<file path="config.mk">
export PLATFORM = sky130hd
export DESIGN_NAME = irq_agg_top
export DESIGN_NICKNAME = d
export VERILOG_FILES = /design/src/rtl/irq_agg_pkg.sv /design/src/rtl/irq_agg_regdec.sv /design/src/rtl/irq_agg_status.sv /design/src/rtl/irq_agg_outgen.sv /design/src/rtl/irq_agg_rdmux.sv /design/src/rtl/irq_agg_top.sv
export SDC_FILE = /design/constraint.sdc
export NUM_CORES = 1
export LEC_CHECK = 0
export CORE_MARGIN = 2
export CORE_UTILIZATION = 40
export DETAILED_ROUTE_END_ITERATION = 10
export PLACE_DENSITY = 0.66
export RECOVER_POWER = 100
export SLEW_MARGIN = 0
export SYNTH_ARGS = -nofsm -noshare
export SYNTH_HDL_FRONTEND = slang
export SYNTH_SLANG_ARGS = --single-unit
</file>
<file path="constraint.sdc">
create_clock -name clk -period 3.5 [get_ports clk]
set_input_delay 1.05 -clock clk [delete_from_list [all_inputs] [get_ports clk]]
set_output_delay 1.05 -clock clk [all_outputs]
set_load 0.02 [all_outputs]
</file>
<file path="src/rtl/irq_agg_pkg.sv">
package irq_agg_pkg;

  // Word slot selected by bus_addr[3:2]
  typedef enum logic [1:0] {
    SLOT_RAW  = 2'd0,
    SLOT_LOAD = 2'd1,
    SLOT_MASK = 2'd2,
    SLOT_VIEW = 2'd3
  } slot_e;

  typedef struct packed {
    logic clr;
    logic load;
    logic mask;
  } wr_strobe_t;

endpackage

</file>
<file path="src/rtl/irq_agg_regdec.sv">
module irq_agg_regdec
  import irq_agg_pkg::*;
#(
  parameter int ADDR_W = 4
) (
  input  logic [ADDR_W-1:0] addr,
  input  logic              wr,
  input  logic              rd,
  output wr_strobe_t        wstb,
  output logic              rd_hit,
  output slot_e             rd_slot
);

  logic upper_zero;
  logic hit;
  slot_e slot;

  generate
    if (ADDR_W > 4) begin : g_wide
      assign upper_zero = (addr[ADDR_W-1:4] == '0);
    end else begin : g_narrow
      assign upper_zero = 1'b1;
    end
  endgenerate

  assign hit  = upper_zero && (addr[1:0] == 2'b00);
  assign slot = slot_e'(addr[3:2]);

  always_comb begin
    wstb.clr  = wr && hit && (slot == SLOT_RAW);
    wstb.load = wr && hit && (slot == SLOT_LOAD);
    wstb.mask = wr && hit && (slot == SLOT_MASK);
  end

  assign rd_hit  = rd && hit;
  assign rd_slot = slot;

endmodule

</file>
<file path="src/rtl/irq_agg_status.sv">
module irq_agg_status #(
  parameter int W = 32
) (
  input  logic         clk,
  input  logic         rst_n,
  input  logic [W-1:0] lines,
  input  logic         clr,
  input  logic         load,
  input  logic [W-1:0] wdata,
  output logic [W-1:0] status_q,
  output logic [W-1:0] status_nx,
  output logic [W-1:0] chg
);

  logic [W-1:0] prev_q;

  // Apply a software write, then let changed lines override their bits
  function automatic logic [W-1:0] next_status(
    input logic [W-1:0] cur,
    input logic         c,
    input logic         l,
    input logic [W-1:0] d,
    input logic [W-1:0] lv,
    input logic [W-1:0] ch
  );
    logic [W-1:0] v;
    v = cur;
    if (c) v = v & ~d;
    if (l) v = d;
    return (v & ~ch) | (lv & ch);
  endfunction

  assign chg       = lines ^ prev_q;
  assign status_nx = next_status(status_q, clr, load, wdata, lines, chg);

  always_ff @(posedge clk or negedge rst_n) begin
    if (!rst_n) begin
      prev_q   <= '0;
      status_q <= '0;
    end else begin
      prev_q   <= lines;
      status_q <= status_nx;
    end
  end

endmodule

</file>
<file path="src/rtl/irq_agg_outgen.sv">
module irq_agg_outgen #(
  parameter int W = 32
) (
  input  logic         clk,
  input  logic         rst_n,
  input  logic         en_wr,
  input  logic [W-1:0] wdata,
  input  logic [W-1:0] status_q,
  input  logic [W-1:0] status_nx,
  output logic [W-1:0] enable_q,
  output logic [W-1:0] masked,
  output logic         irq_req
);

  logic [W-1:0] enable_nx;

  function automatic logic any_pending(input logic [W-1:0] s, input logic [W-1:0] e);
    return |(s & e);
  endfunction

  assign enable_nx = en_wr ? wdata : enable_q;
  assign masked    = status_q & enable_q;

  always_ff @(posedge clk or negedge rst_n) begin
    if (!rst_n) begin
      enable_q <= '0;
      irq_req  <= 1'b0;
    end else begin
      enable_q <= enable_nx;
      irq_req  <= any_pending(status_nx, enable_nx);
    end
  end

endmodule

</file>
<file path="src/rtl/irq_agg_rdmux.sv">
module irq_agg_rdmux
  import irq_agg_pkg::*;
#(
  parameter int W = 32
) (
  input  logic         clk,
  input  logic         rst_n,
  input  logic         rd_hit,
  input  slot_e        rd_slot,
  input  logic [W-1:0] status_q,
  input  logic [W-1:0] enable_q,
  input  logic [W-1:0] masked,
  output logic [W-1:0] rdata_q
);

  logic [W-1:0] sel;

  always_comb begin
    unique case (rd_slot)
      SLOT_RAW:  sel = status_q;
      SLOT_LOAD: sel = status_q;
      SLOT_MASK: sel = enable_q;
      SLOT_VIEW: sel = masked;
      default:   sel = '0;
    endcase
  end

  always_ff @(posedge clk or negedge rst_n) begin
    if (!rst_n) rdata_q <= '0;
    else        rdata_q <= rd_hit ? sel : '0;
  end

endmodule

</file>
<file path="src/rtl/irq_agg_top.sv">
module irq_agg_top
  import irq_agg_pkg::*;
#(
  parameter int W      = 32,
  parameter int ADDR_W = 4
) (
  input  logic              clk,
  input  logic              rst_n,
  input  logic [ADDR_W-1:0] bus_addr,
  input  logic              bus_wr,
  input  logic [W-1:0]      bus_wdata,
  input  logic              bus_rd,
  output logic [W-1:0]      bus_rdata,
  input  logic [W-1:0]      irq_lines,
  output logic              irq_req
);

  wr_strobe_t   wstb;
  logic         rd_hit;
  slot_e        rd_slot;
  logic         wr_clr;
  logic         wr_load;
  logic         wr_mask;
  logic [W-1:0] status_q;
  logic [W-1:0] status_nx;
  logic [W-1:0] chg;
  logic [W-1:0] enable_q;
  logic [W-1:0] masked;

  irq_agg_regdec #(.ADDR_W(ADDR_W)) u_dec (
    .addr    (bus_addr),
    .wr      (bus_wr),
    .rd      (bus_rd),
    .wstb    (wstb),
    .rd_hit  (rd_hit),
    .rd_slot (rd_slot)
  );

  assign wr_clr  = wstb.clr;
  assign wr_load = wstb.load;
  assign wr_mask = wstb.mask;

  irq_agg_status #(.W(W)) u_status (
    .clk       (clk),
    .rst_n     (rst_n),
    .lines     (irq_lines),
    .clr       (wr_clr),
    .load      (wr_load),
    .wdata     (bus_wdata),
    .status_q  (status_q),
    .status_nx (status_nx),
    .chg       (chg)
  );

  irq_agg_outgen #(.W(W)) u_out (
    .clk       (clk),
    .rst_n     (rst_n),
    .en_wr     (wr_mask),
    .wdata     (bus_wdata),
    .status_q  (status_q),
    .status_nx (status_nx),
    .enable_q  (enable_q),
    .masked    (masked),
    .irq_req   (irq_req)
  );

  irq_agg_rdmux #(.W(W)) u_rd (
    .clk      (clk),
    .rst_n    (rst_n),
    .rd_hit   (rd_hit),
    .rd_slot  (rd_slot),
    .status_q (status_q),
    .enable_q (enable_q),
    .masked   (masked),
    .rdata_q  (bus_rdata)
  );

endmodule

</file>
## Word-level counts from Yosys, hierarchy flattened

Index checks and enable logic that the tools add are counted.

| cells by class | value |
|---|---|
| muxes and demuxes | 5 |
| reduce and logical (&&, ||, !) cells | 9 |
| eq/ne operators | 3 |
| bitwise operators | 9 |

Operator list:

| cell | number |
|---|---|
| $and A32 B32 Y32 | 5 |
| $mux W32 | 4 |
| $pmux W32 S3 | 1 |
| $not A32 Y32 | 2 |
| $or A32 B32 Y32 | 1 |
| $reduce_or A32 Y1 | 1 |
| $xor A32 B32 Y32 | 1 |
| $logic_and A1 B1 Y1 | 5 |
| $eq A2 B2 Y1 const B | 2 |
| $logic_not A2 Y1 | 2 |
| $eq A2 B1 Y1 const B | 1 |
| $reduce_or A2 Y1 | 1 |

| word-level totals | value |
|---|---|
| bits of input ports | 72 |
| word-level logic and storage cells | 31 |
| output and inout port bits | 33 |
| flip-flop bits (word level) | 129 |

## Longest topological paths before layout

Gate-level depths: netlist of the first run.

| depth | value |
|---|---|
| word-level depth | 9 |
| gate-level depth with buffers | 9 |

## By module

Synthesis of the first run repeated with hierarchy kept, for this count alone.

| unflattened totals | value |
|---|---|
| cells, all modules | 569 |
| area total of the unflattened synthesis | 6249.7 µm² |

By module, submodules not included:

| module | area an instance (µm²) | cells each | times used |
|---|---|---|---|
| irq_agg_status | 2960.3 | 298 | 1 |
| irq_agg_outgen | 1674.1 | 122 | 1 |
| irq_agg_rdmux | 1555.2 | 142 | 1 |
| irq_agg_regdec | 60.1 | 7 | 1 |

## Worst setup path before layout of the first run

OpenSTA, ideal clock, no wires.

| timing path | value |
|---|---|
| path type | in2reg |
| start | input port bus_addr[2] |
| end | register u_out.irq_req |
| arrival | 2.743 ns |
| data required time | 3.362 ns |
| setup time | 0.138 ns |
| stages on the path | 9 |
| setup slack | 0.619 ns |
| cell sequence | buf_2 > nor2b_2 > buf_4 > nand3_4 > buf_2 > mux2_2 > a22oi_1 > nand4_1 > or4_1 |

| on the way | value |
|---|---|
| elaborated cells between the ends (all ways) | 13 |
| classes of those cells | eq/ne (2); mux (3); bitwise (3); reduce/logical (5) |

RTL lines:

| item | RTL line | text |
|---|---|---|
| start: declaration | irq_agg_top.sv:9 | `input logic [ADDR_W-1:0] bus_addr,` |
| $eq A2 B2 Y1 | irq_agg_regdec.sv:32 | `wstb.mask = wr && hit && (slot == SLOT_MASK);` |
| $logic_and A1 B1 Y1 | irq_agg_regdec.sv:32 |  |
| $mux W32 | irq_agg_outgen.sv:21 | `assign enable_nx = en_wr ? wdata : enable_q;` |
| net u_out.enable_nx[11] | irq_agg_outgen.sv:15 | `logic [W-1:0] enable_nx;` |
| $and A32 B32 Y32 | irq_agg_outgen.sv:18 | `return \|(s & e);` |
| $reduce_or A32 Y1 | irq_agg_outgen.sv:18 |  |
| end signal: assignment | irq_agg_outgen.sv:30 | `irq_req <= any_pending(status_nx, enable_nx);` |
| end: declaration | irq_agg_outgen.sv:12 | `output logic irq_req` |

The timed path passes the listed nets, and every way through them passes these cells.

## Final worst setup path of the first run

| timing path | value |
|---|---|
| start | input port bus_addr[1] |
| end | register u_out.irq_req |

| on the way | value |
|---|---|
| elaborated cells between the ends (all ways) | 12 |
| classes of those cells | mux (3); bitwise (3); reduce/logical (6) |

RTL lines:

| item | RTL line | text |
|---|---|---|
| $logic_not A2 Y1 | irq_agg_regdec.sv:26 | `assign hit = upper_zero && (addr[1:0] == 2'b00);` |
| $logic_and A1 B1 Y1 (2 in a row) | irq_agg_regdec.sv:32 |  |
| $mux W32 | irq_agg_outgen.sv:21 |  |
| net u_out.enable_nx[15] | irq_agg_outgen.sv:15 |  |
| $and A32 B32 Y32 | irq_agg_outgen.sv:18 |  |
| $reduce_or A32 Y1 | irq_agg_outgen.sv:18 |  |

The timed path passes the listed nets, and every way through them passes these cells.

==> results of run 1 <==
[power by group through the flow]
stage	sequential (mW)	combinational, mW	clock (mW)
2_1_floorplan	1.78	0.356	0
3_3_place_gp	1.78	0.621	0
3_5_place_dp	1.79	0.634	0
4_1_cts	1.77	0.638	1.78
5_1_grt	1.79	0.672	1.86
6_report	1.77	0.610	1.76
[cells in the mapped netlist, types with 16 or more instances]
| library cell | count | area share |
|---|---|---|
| sky130_fd_sc_hd__nand4_1 | 36 | 0.040 |
| sky130_fd_sc_hd__nor2_1 | 34 | 0.023 |
| sky130_fd_sc_hd__dfrtp_1 | 129 | 0.57 |
| sky130_fd_sc_hd__inv_1 | 33 | 0.022 |
| sky130_fd_sc_hd__nand3_1 | 48 | 0.042 |
| sky130_fd_sc_hd__o22ai_1 | 32 | 0.035 |
| sky130_fd_sc_hd__mux2_2 | 32 | 0.064 |
| sky130_fd_sc_hd__a41oi_1 | 31 | 0.048 |
| sky130_fd_sc_hd__nand2b_1 | 32 | 0.035 |
| sky130_fd_sc_hd__nor2b_1 | 32 | 0.035 |
| sky130_fd_sc_hd__nand3_2 | 16 | 0.028 |
| sky130_fd_sc_hd__clkbuf_1 | 18 | 0.012 |
| sky130_fd_sc_hd__a22oi_1 | 16 | 0.021 |
[logic make-up after synthesis]
family,Yosys count
AO/OA/AOI/OAI,80
buffers and inverters,60
flip-flops,129
multiplexers,32
AND/OR/NAND/NOR,204
[flip-flops by register name, indices dropped and copies added (netlist names)]
name,count
u_out.enable_q,32
u_status.prev_q,32
u_rd.rdata_q,32
u_out.irq_req,1
u_status.status_q,32
[worst reg2reg max path: cells and delay by family (launching register included)]
kind / cells / cell delay, ps
AND/OR/NAND/NOR: 4 / 920
AO/OA/AOI/OAI: 2 / 500
flip-flops: 1 / 350
[cell type report]
type	count	area share
multi-input combinational	316	0.286
timing repair buffer	120	0.161
clock inverter	13	0.0189
clock buffer	19	0.0588
inverter	33	0.0165
tap	180	0.0299
sequential	129	0.429
[layer usage]
metal / share of wire / global-route usage
met1: 0.43 / 0.261
met4: 0.019 / 0.0970
met5: 0 / 0
met3: 0.045 / 0.0452
met2: 0.50 / 0.346
[worst paths after layout]
check / endpoint / slack (ps) / cells past startpoint
min in group asynchronous: u_status.prev_q[14] / 1320 / 1
max reg2reg: u_out.irq_req / 1610 / 6
min: u_out.enable_q[18] / 520 / 1
min reg2reg: u_out.enable_q[18] / 520 / 1
max: u_out.irq_req / 210 / 9
max in group asynchronous: u_rd.rdata_q[25] / 790 / 2
[metrics by stage]
step                instance area (µm²)  hold WS [ps]  cells  TNS (ps)
finish                             7530           522    810         0
global route                       7530           541    810         0
CTS                                7560           524    810         0
detailed placement                 6980           510    778     -64.1
global placement                   6980           500    778     -50.7
floorplan                          5660           491    505         0
[cells in the final DEF, fill, tap and decap left out, drive strengths merged]
master	count
a22oi	16
a31oi	1
a41oi	31
buf	14
bufinv	3
clkbuf	22
clkdlybuf4s50	36
clkinv	9
clkinvlp	1
dfrtp	129
dlygate4sd3	67
inv	33
mux2	32
nand2	1
nand2b	32
nand3	65
nand4	36
nor2	34
nor2b	33
nor4b	1
o22ai	32
or4	1
or4b	1
==> impl_summary.txt, run 1 <==
----------------------------------------------------
[Worst setup path]
  CP max FO ... 17
  Family with the most delay on the worst path ... simple AND/OR/NAND/NOR gates
  Type of the setup path with the least slack ... in -> reg
  Maximum cell stage delay along the critical path ... 550 ps
  Worst-path cell with the longest stage delay ... sky130_fd_sc_hd__dlygate4sd3_1
  Ordered list of cells on the worst path ... dlygate4sd3_1 -> clkbuf_1 -> nor2_1 -> nand3_4 -> buf_4 -> mux2_1 -> a22oi_1 -> nand4_1 -> or4_1
  Critical path arrival ... 3580 ps
  Critical path endpoint category ... register
  Worst Setup Start Kind ... input port
  Count of buffering cells on the critical path with inverters included ... 3
  Worst path required time ... 3790 ps
  Critical Path Source ... bus_addr[1]
  Reg-to-reg critical path startpoint ... u_status.prev_q[28]

[Finish]
  Layout overhead on the synthesized area ... 33.0%
  Antenna diode count ... 0
  Sequential cell area ... 3230 µm²
  Core Util, Final ... 0.545
  Count of fill cells added during filler insertion ... 1,154
  Final-stage net count ... 689
  Area of combinational cells with multiple inputs ... 2160 µm²
  Fraction of layout instances using a drive strength above 1 ... 0.121

[Clock tree]
  Post-CTS resize count ... 0
  Num Clock Sinks ... 129
  TritonCTS clock tree ... done
  CTS H-tree lvls ... 4
  Root Buffer Master ... sky130_fd_sc_hd__clkbuf_16
  Clock network latency to the later pin of the worst-skew pair ... 420 ps
  Clock-pin slew of the registers on the worst-case setup and hold paths ... 60 ps
  Setup repair bufs after CTS ... 0
  Clock buffers created by TritonCTS ... 17
  Number of buffers inserted for hold repair after clock tree synthesis ... 0
  Clock buffer depth ... 2

[Yosys]
  Fraction of the mapped netlist area in compound gates ... 0.106
  Yosys Warn Count ... 0
  Most instantiated flip-flop cell in the synthesis netlist ... sky130_fd_sc_hd__dfrtp_1
  Number of different library cells in the post-synthesis netlist ... 23
  Count of mapped cells out of synthesis ... 505
  Summed instance area of the synthesized netlist ... 5660 µm²
  Simple-gate area share of the yosys netlist ... 0.214
  Syn nets ... 577
  Sequential fraction of the synthesis area ... 0.570
  Register bit total from synthesis ... 129
  Synthesized-area fraction occupied by xor and xnor cells ... 0
  Number of enable-type register cells in the synthesized netlist ... 0
  Combinational family with the most area after synthesis ... simple AND/OR/NAND/NOR gates
  Mean instance size in the synthesized netlist ... 11.2 µm²
  Synthesized-area fraction occupied by adder cells ... 0
  Async set or reset register ratio after synthesis ... 1.00
  Multiplexer share of the synthesized area ... 0.0637

[Route]
  Routed WL per cell ... 18.1 µm
  Iter 0 DRT Violations ... 335
  Vias per cell ... 5.49
  Total via count after detailed routing ... 4,447
  Remaining antenna violation count ... 0
  # DRC ... 0
  Drt total wl ... 14,700 µm
  DR pass1 iterations ... 5

[Die]
  Top-level port count ... 105
  Initial standard-cell utilization of the core ... 0.409
  Y dimension of the die ... 123 µm
  Horizontal die dimension ... 123 µm
  Standard-cell row count ... 43
  Placeable Area ... 13,800 µm²
  Overall die area ... 15,100 µm²

[Worst hold path]
  Worst hold path type ... reg -> reg
  Hold path start ... u_out.enable_q[18]

[Global routing]
  Number of antenna violations at the first check in global routing ... 0
  Global route overflow ... 0
  Overall track demand over capacity in global routing ... 0.208
  Via count of the first global-routing pass ... 4,742
  Pin count of the biggest net entering global routing ... 44
  First-pass GRT wire length ... 23,700 µm

[Power]
  Internal power contribution ... 3.08 mW
  Switching power ... 1.06 mW
  VDD IR-drop max ... 0.000388 V
  Design Power ... 4.14 mW
  Switching share of power ... 0.257
  Power Dens Cells ... 550 nW/µm²
  Static leakage ... 3.35 nW
  Gate power share ... 0.147
  Sequential cell fraction of total power ... 0.427
  Clock power share ... 0.426

[STA]
  Slew Viols, Final ... 39
  Final critical-path required period ... 3290 ps
  Tightest slew margin relative to the limit ... -0.540
  Max Freq ... 304 MHz
  Final WS setup ... 213 ps
  Actual transition at the worst max-transition pin ... 2310 ps
  Final count of hold timing violations ... 0
  Final clock period utilization by the worst path ... 0.939
  Number of setup violations in the final report ... 0
  RSZ-0062 raised after global routing ... no
  Worst clock skew on the final layout ... 6.35 ps

[Job]
  Number of maximum-capacitance constraint violations ... 1

[Status]
  Result of the run ... complete, but fails checks
  Violations in the final reports ... max-capacitance violations, max-slew violations

[Placed design]
  Worst slack at placement ... -64.1 ps
  Gp weighted congestion ... 0.820
  Port Buffers ... 104
  Hpwl dp ... 9570 µm

----------------------------------------------------
(Power assumes the default switching activity.)
==> run 2: changes to the inputs <==
- CORE_UTILIZATION: 40 -> 30
- PLACE_DENSITY: 0.66 -> 0.53
==> impl_summary.txt, run 2 (synthesis results as in run 1) <==
----------------------------------------------------
[Finish]
  Top library cells by usage in the layout, fill and taps aside ... sky130_fd_sc_hd__dfrtp_1 (129), sky130_fd_sc_hd__dlygate4sd3_1 (66), sky130_fd_sc_hd__nand3_1 (57)
  Final-stage net count ... 689 (unchanged)
  Post-Layout Cell Count ... 861 (+6.3%)
  Core Util, Final ... 0.403 (-0.141)
  Most common cell after layout, fill and taps aside ... sky130_fd_sc_hd__dfrtp_1
  Antenna diode count ... 0 (unchanged)
  Layout overhead on the synthesized area ... 32.3%
  Count of fill cells added during filler insertion ... 1,780 (+54%)
  Final Instance Area ... 7490 µm² (-0.53%)
  Fraction of layout instances using a drive strength above 1 ... 0.107 (-0.0138)

[Global routing]
  Global route overflow ... 0 (unchanged)
  Pin count of the biggest net entering global routing ... 67 (+52%)
  Overall track demand over capacity in global routing ... 0.164 (-0.0449)
  Number of antenna violations at the first check in global routing ... 0 (unchanged)
  Via count of the first global-routing pass ... 4,739 (-0.063%)
  First-pass GRT wire length ... 25,000 µm (+5.7%)

[STA]
  RSZ-0062 raised after global routing ... no
  Final count of hold timing violations ... 0 (unchanged)
  Final clock period utilization by the worst path ... 0.954 (+0.0152)
  Slew Viols, Final ... 48 (+23%)
  Number of setup violations in the final report ... 0 (unchanged)
  Final WS setup ... 160 ps (-53.2 ps)
  Worst hold margin ... 526 ps (+4.40 ps)
  Max Freq ... 299 MHz (-1.6%)
  Actual transition at the worst max-transition pin ... 2150 ps (-158 ps)
  Final critical-path required period ... 3340 ps (+53.2 ps)
  Tightest slew margin relative to the limit ... -0.434 (+0.105)
  Worst clock skew on the final layout ... 8.83 ps (+2.48 ps)
  Final-layout setup total negative slack ... 0 ps (unchanged)

[Placed design]
  Hpwl dp ... 10,400 µm (+8.8%)
  Port Buffers ... 104 (unchanged)
  Post-Place Cells ... 832 (+6.9%)
  Gp weighted congestion ... 0.818 (-0.22%)
  Worst slack at placement ... -131 ps (-66.4 ps)
  Post-detailed-placement cell area ... 7030 µm² (+0.77%)

[Die]
  Initial standard-cell utilization of the core ... 0.305 (-0.105)
  Horizontal die dimension ... 141 µm (+15%)
  Top-level port count ... 105 (unchanged)
  Overall die area ... 20,000 µm² (+32%)
  Placeable Area ... 18,600 µm² (+34%)
  Y dimension of the die ... 141 µm (+15%)
  Standard-cell row count ... 50 (+16%)

[Route]
  Remaining antenna violation count ... 0 (unchanged)
  Total via count after detailed routing ... 4,475 (+0.63%)
  Vias per cell ... 5.20 (-5.3%)
  Drt total wl ... 15,600 µm (+6.0%)
  # DRC ... 0 (unchanged)
  Routed WL per cell ... 18.1 µm (-0.27%)
  Iter 0 DRT Violations ... 236 (-30%)
  DR pass1 iterations ... 5 (unchanged)

[Worst setup path]
  Critical path endpoint category ... register
  Maximum cell stage delay along the critical path ... 590 ps (+40 ps)
  Type of the setup path with the least slack ... in -> reg
  Worst path required time ... 3790 ps (about the same)
  Worst reg2reg setup slack ... 1610 ps (about the same)
  Worst-path cell with the longest stage delay ... sky130_fd_sc_hd__dlygate4sd3_1
  Cell mode on critical path ... sky130_fd_sc_hd__nand3_1
  CP max FO ... 32 (+15)
  Worst Setup Start Kind ... input port
  Critical path arrival ... 3630 ps (+50 ps)
  Ordered list of cells on the worst path ... dlygate4sd3_1 -> or4b_1 -> buf_12 -> nand3_1 -> nand3_1 -> a22oi_1 -> nand4_1 -> or4_1

[Clock tree]
  Post-CTS resize count ... 0 (unchanged)
  Clock buffers created by TritonCTS ... 17 (unchanged)
  Root Buffer Master ... sky130_fd_sc_hd__clkbuf_16
  Num Clock Sinks ... 129 (unchanged)
  Clock-pin slew of the registers on the worst-case setup and hold paths ... 50 ps (about the same)
  TritonCTS clock tree ... done
  Number of buffers inserted for hold repair after clock tree synthesis ... 0 (unchanged)
  CTS H-tree lvls ... 4 (unchanged)
  Setup repair bufs after CTS ... 0 (unchanged)
  Clock buffer depth ... 2 (unchanged)
  Clock network latency to the later pin of the worst-skew pair ... 420 ps (about the same)

[Worst hold path]
  Worst hold path type ... reg -> reg

[Power]
  Switching share of power ... 0.260 (+0.00302)
  Static leakage ... 3.29 nW (-1.8%)
  Clock power share ... 0.403 (-0.023)
  Gate power share ... 0.152 (+0.005)
  Power Dens Cells ... 531 nW/µm² (-3.5%)
  Sequential cell fraction of total power ... 0.445 (+0.018)
  VDD IR-drop max ... 0.000328 V (-15%)
  Internal power contribution ... 2.94 mW (-4.4%)
  Switching power ... 1.03 mW (-2.9%)
  Design Power ... 3.98 mW (-4.0%)

[Job]
  Number of maximum-capacitance constraint violations ... 1 (unchanged)

[Status]
  Result of the run ... complete, but fails checks
  Violations in the final reports ... max-capacitance violations, max-slew violations

----------------------------------------------------
==> run 2: cell types whose count changed in the layout (fill, tap and decap cells not counted), moves of 2 or more <==
cell / change
sky130_fd_sc_hd__buf_12: -2
sky130_fd_sc_hd__bufinv_16: -2
sky130_fd_sc_hd__clkinv_2: -4
sky130_fd_sc_hd__nand3_1: +7
sky130_fd_sc_hd__nand3_2: -7
==> run 2: routing by layer <==
metal,track usage,share of wire,vias up
met4,0.0579,0.013,0
met5,0,0,-
met1,0.196,0.42,2260
met3,0.0398,0.040,18
met2,0.287,0.53,119
li1,-,-,2078
==> run 2: critical path, delay by kind of cell <==
| family | cells | cell delay [ps] |
|---|---|---|
| simple gates | 5 | 1500 |
| buf+inv | 2 | 790 |
| compound gates | 1 | 240 |
==> run 2: worst paths after layout <==
path	startpoint	endpoint	cells past startpoint
worst max-delay path	bus_addr[3]	u_out.irq_req	8
worst min-delay path	u_out.enable_q[9]	u_out.enable_q[9]	1
worst max register to register	u_status.prev_q[13]	u_out.irq_req	6
worst min register to register	u_out.enable_q[9]	u_out.enable_q[9]	1
max in group asynchronous	rst_n	u_status.status_q[18]	2
min in group asynchronous	rst_n	u_status.prev_q[14]	1
==> run 2: area by class of cell <==
class                           count  area, µm²  share of cell area
Inverter                           33        124              0.0165
Clock inverter                      7       62.6             0.00835
Clock buffer                       22        464              0.0620
Timing Repair Buffer              120       1190               0.159
Multi-Input combinational cell    316       2130               0.284
Sequential cell                   129       3230               0.431
Tap cell                          234        293              0.0391
==> run 2: power by group through the flow <==
stage | Clock [mW] | Sequential, mW | Combinational [mW]
after global routing | 1.72 | 1.79 | 0.671
after CTS | 1.64 | 1.77 | 0.643
after global placement | 0 | 1.78 | 0.627
after detailed placement | 0 | 1.79 | 0.639
final | 1.60 | 1.77 | 0.605
after floorplan | 0 | 1.78 | 0.356
==> run 3: changes to the inputs <==
- GPL_ROUTABILITY_DRIVEN: default -> 0
- GPL_TIMING_DRIVEN: default -> 0
==> impl_summary.txt, run 3 (synthesis results as in run 1) <==
----------------------------------------------------
[Global routing]
  Met2 Usage GRT ... 0.292 (+0.00485)
  Global route overflow ... 0 (unchanged)
  Met1 Use GR ... 0.224 (+0.0279)
  Via count of the first global-routing pass ... 4,796 (+1.2%)
  Number of antenna violations at the first check in global routing ... 0 (unchanged)
  Pin count of the biggest net entering global routing ... 85 (+27%)
  Met3 routing resource usage after global routing ... 0.0429 (+0.00304)
  Global route hottest layer ... met2
  First-pass GRT wire length ... 26,200 µm (+4.9%)
  Overall track demand over capacity in global routing ... 0.176 (+0.0129)

[Finish]
  Most common cell after layout, fill and taps aside ... sky130_fd_sc_hd__dfrtp_1
  Post-Layout Cell Count ... 873 (+1.4%)
  Layout overhead on the synthesized area ... 33.8%
  Top library cells by usage in the layout, fill and taps aside ... sky130_fd_sc_hd__dfrtp_1 (129), sky130_fd_sc_hd__dlygate4sd3_1 (65), sky130_fd_sc_hd__nand3_1 (51)
  Core Util, Final ... 0.407 (+0.00438)
  Antenna diode count ... 0 (unchanged)
  Fraction of layout instances using a drive strength above 1 ... 0.106 (-0.000442)
  Final-stage net count ... 700 (+1.6%)

[Route]
  Total via count after detailed routing ... 4,594 (+2.7%)
  Routed WL per cell ... 19.5 µm (+8.0%)
  Remaining antenna violation count ... 0 (unchanged)
  Vias per cell ... 5.26 (+1.2%)
  Drt total wl ... 17,000 µm (+9.5%)
  # DRC ... 0 (unchanged)
  Iter 0 DRT Violations ... 361 (+53%)
  DR pass1 iterations ... 5 (unchanged)

[STA]
  Final clock period utilization by the worst path ... 0.940 (-0.0146)
  Worst hold margin ... 527 ps (+0.851 ps)
  Final critical-path required period ... 3290 ps (-51.1 ps)
  Number of setup violations in the final report ... 0 (unchanged)
  Final WS setup ... 211 ps (+51.1 ps)
  Final count of hold timing violations ... 0 (unchanged)
  Worst clock skew on the final layout ... 4.54 ps (-4.29 ps)
  Slew Viols, Final ... 46 (-4.2%)
  Actual transition at the worst max-transition pin ... 2300 ps (+146 ps)
  Max Freq ... 304 MHz (+1.6%)
  RSZ-0062 raised after global routing ... no
  Tightest slew margin relative to the limit ... -0.532 (-0.0972)

[Job]
  Number of maximum-capacitance constraint violations ... 1 (unchanged)

[Clock tree]
  Setup repair bufs after CTS ... 0 (unchanged)
  TritonCTS clock tree ... done
  Num Clock Sinks ... 129 (unchanged)
  Post-CTS resize count ... 0 (unchanged)
  Clock-pin slew of the registers on the worst-case setup and hold paths ... 50 ps (about the same)
  Number of buffers inserted for hold repair after clock tree synthesis ... 0 (unchanged)
  CTS H-tree lvls ... 4 (unchanged)
  Clock buffer depth ... 2 (unchanged)
  Clock network latency to the later pin of the worst-skew pair ... 420 ps (about the same)
  Root Buffer Master ... sky130_fd_sc_hd__clkbuf_16
  Clock buffers created by TritonCTS ... 17 (unchanged)

[Placed design]
  Port Buffers ... 103 (-0.96%)
  Hpwl dp ... 11,800 µm (+13%)
  Worst slack at placement ... -225 ps (-94.0 ps)
  Post-Place Cells ... 843 (+1.3%)

[Die]
  Overall die area ... 20,000 µm² (unchanged)
  Standard-cell row count ... 50 (unchanged)
  Y dimension of the die ... 141 µm (unchanged)
  Initial standard-cell utilization of the core ... 0.305 (unchanged)
  Horizontal die dimension ... 141 µm (unchanged)
  Top-level port count ... 105 (unchanged)
  Placeable Area ... 18,600 µm² (unchanged)

[Status]
  Result of the run ... complete, but fails checks
  Violations in the final reports ... max-capacitance violations, max-slew violations

[Worst setup path]
  Critical path arrival ... 3580 ps (-50 ps)
  Worst path required time ... 3790 ps (about the same)
  CP max FO ... 10 (-69%)
  Worst Setup Start Kind ... input port
  Critical path endpoint category ... register
  Critical Path Source ... bus_addr[3]
  Reg-to-reg critical path startpoint ... u_status.prev_q[29]
  Type of the setup path with the least slack ... in -> reg

[Power]
  Static leakage ... 3.31 nW (+0.60%)
  Design Power ... 4.14 mW (+4.1%)
  VDD IR-drop max ... 0.000338 V (+3.2%)
  Power Dens Cells ... 547 nW/µm² (+3.0%)

[Worst hold path]
  Hold path start ... u_out.enable_q[8]
  Worst hold path type ... reg -> reg

----------------------------------------------------
-- run 3: cell types whose count changed in the layout (fill, tap and decap cells not counted), moves of 2 or more --
cell	change
sky130_fd_sc_hd__clkbuf_2	-2
sky130_fd_sc_hd__buf_2	+3
sky130_fd_sc_hd__nand3_2	+6
sky130_fd_sc_hd__buf_4	-9
sky130_fd_sc_hd__buf_6	+3
sky130_fd_sc_hd__bufinv_16	+2
sky130_fd_sc_hd__mux2_2	+2
sky130_fd_sc_hd__nand3_1	-6
sky130_fd_sc_hd__buf_12	-3
sky130_fd_sc_hd__clkbuf_1	+20
sky130_fd_sc_hd__mux2_1	-2
-- run 3: routing by layer --
metal | routed length, µm | share of wire
met5 | 0 | 0
met4 | 334 | 0.020
met3 | 974 | 0.057
met2 | 8460 | 0.50
met1 | 7280 | 0.43
-- run 3: power breakdown --
part / switching, mW / internal (mW)
combinational: 0.333 / 0.286
clock: 0.627 / 1.12
sequential: 0.104 / 1.67
-- run 3: worst max-delay path: stages --
cell	delay [ps]
sky130_fd_sc_hd__clkdlybuf4s50_1	480
sky130_fd_sc_hd__nor2b_2	190
sky130_fd_sc_hd__buf_4	160
sky130_fd_sc_hd__nand3_4	120
sky130_fd_sc_hd__buf_2	300
sky130_fd_sc_hd__mux2_1	390
sky130_fd_sc_hd__a22oi_1	260
sky130_fd_sc_hd__nand4_1	140
sky130_fd_sc_hd__or4_1	480
-- run 3: metrics by stage --
step           area (µm²)  TNS, ps
3_5_place_dp         7010     -225
6_report             7570        0
4_1_cts              7580        0
2_1_floorplan        5660        0
3_3_place_gp         6980  -486950
5_1_grt              7570        0
-- run 3: final timing paths --
kind                                           end  slack [ps]  cells after the start
worst min register to register   u_out.enable_q[8]         530                      1
worst max-delay path                 u_out.irq_req         210                      9
worst max register to register       u_out.irq_req        1570                      6
worst min-delay path             u_out.enable_q[8]         530                      1
min in group asynchronous          u_rd.rdata_q[6]        1510                      1
max in group asynchronous       u_out.enable_q[24]         670                      1
-- run 3: cell type report --
class | count | area, µm²
inverter | 33 | 124
clock inverter | 7 | 110
fill | 1780 | 11000
timing repair buffer | 104 | 1060
tap | 234 | 293
clock buffer | 23 | 458
buffer | 27 | 140
sequential | 129 | 3230
multi-input combinational | 316 | 2160
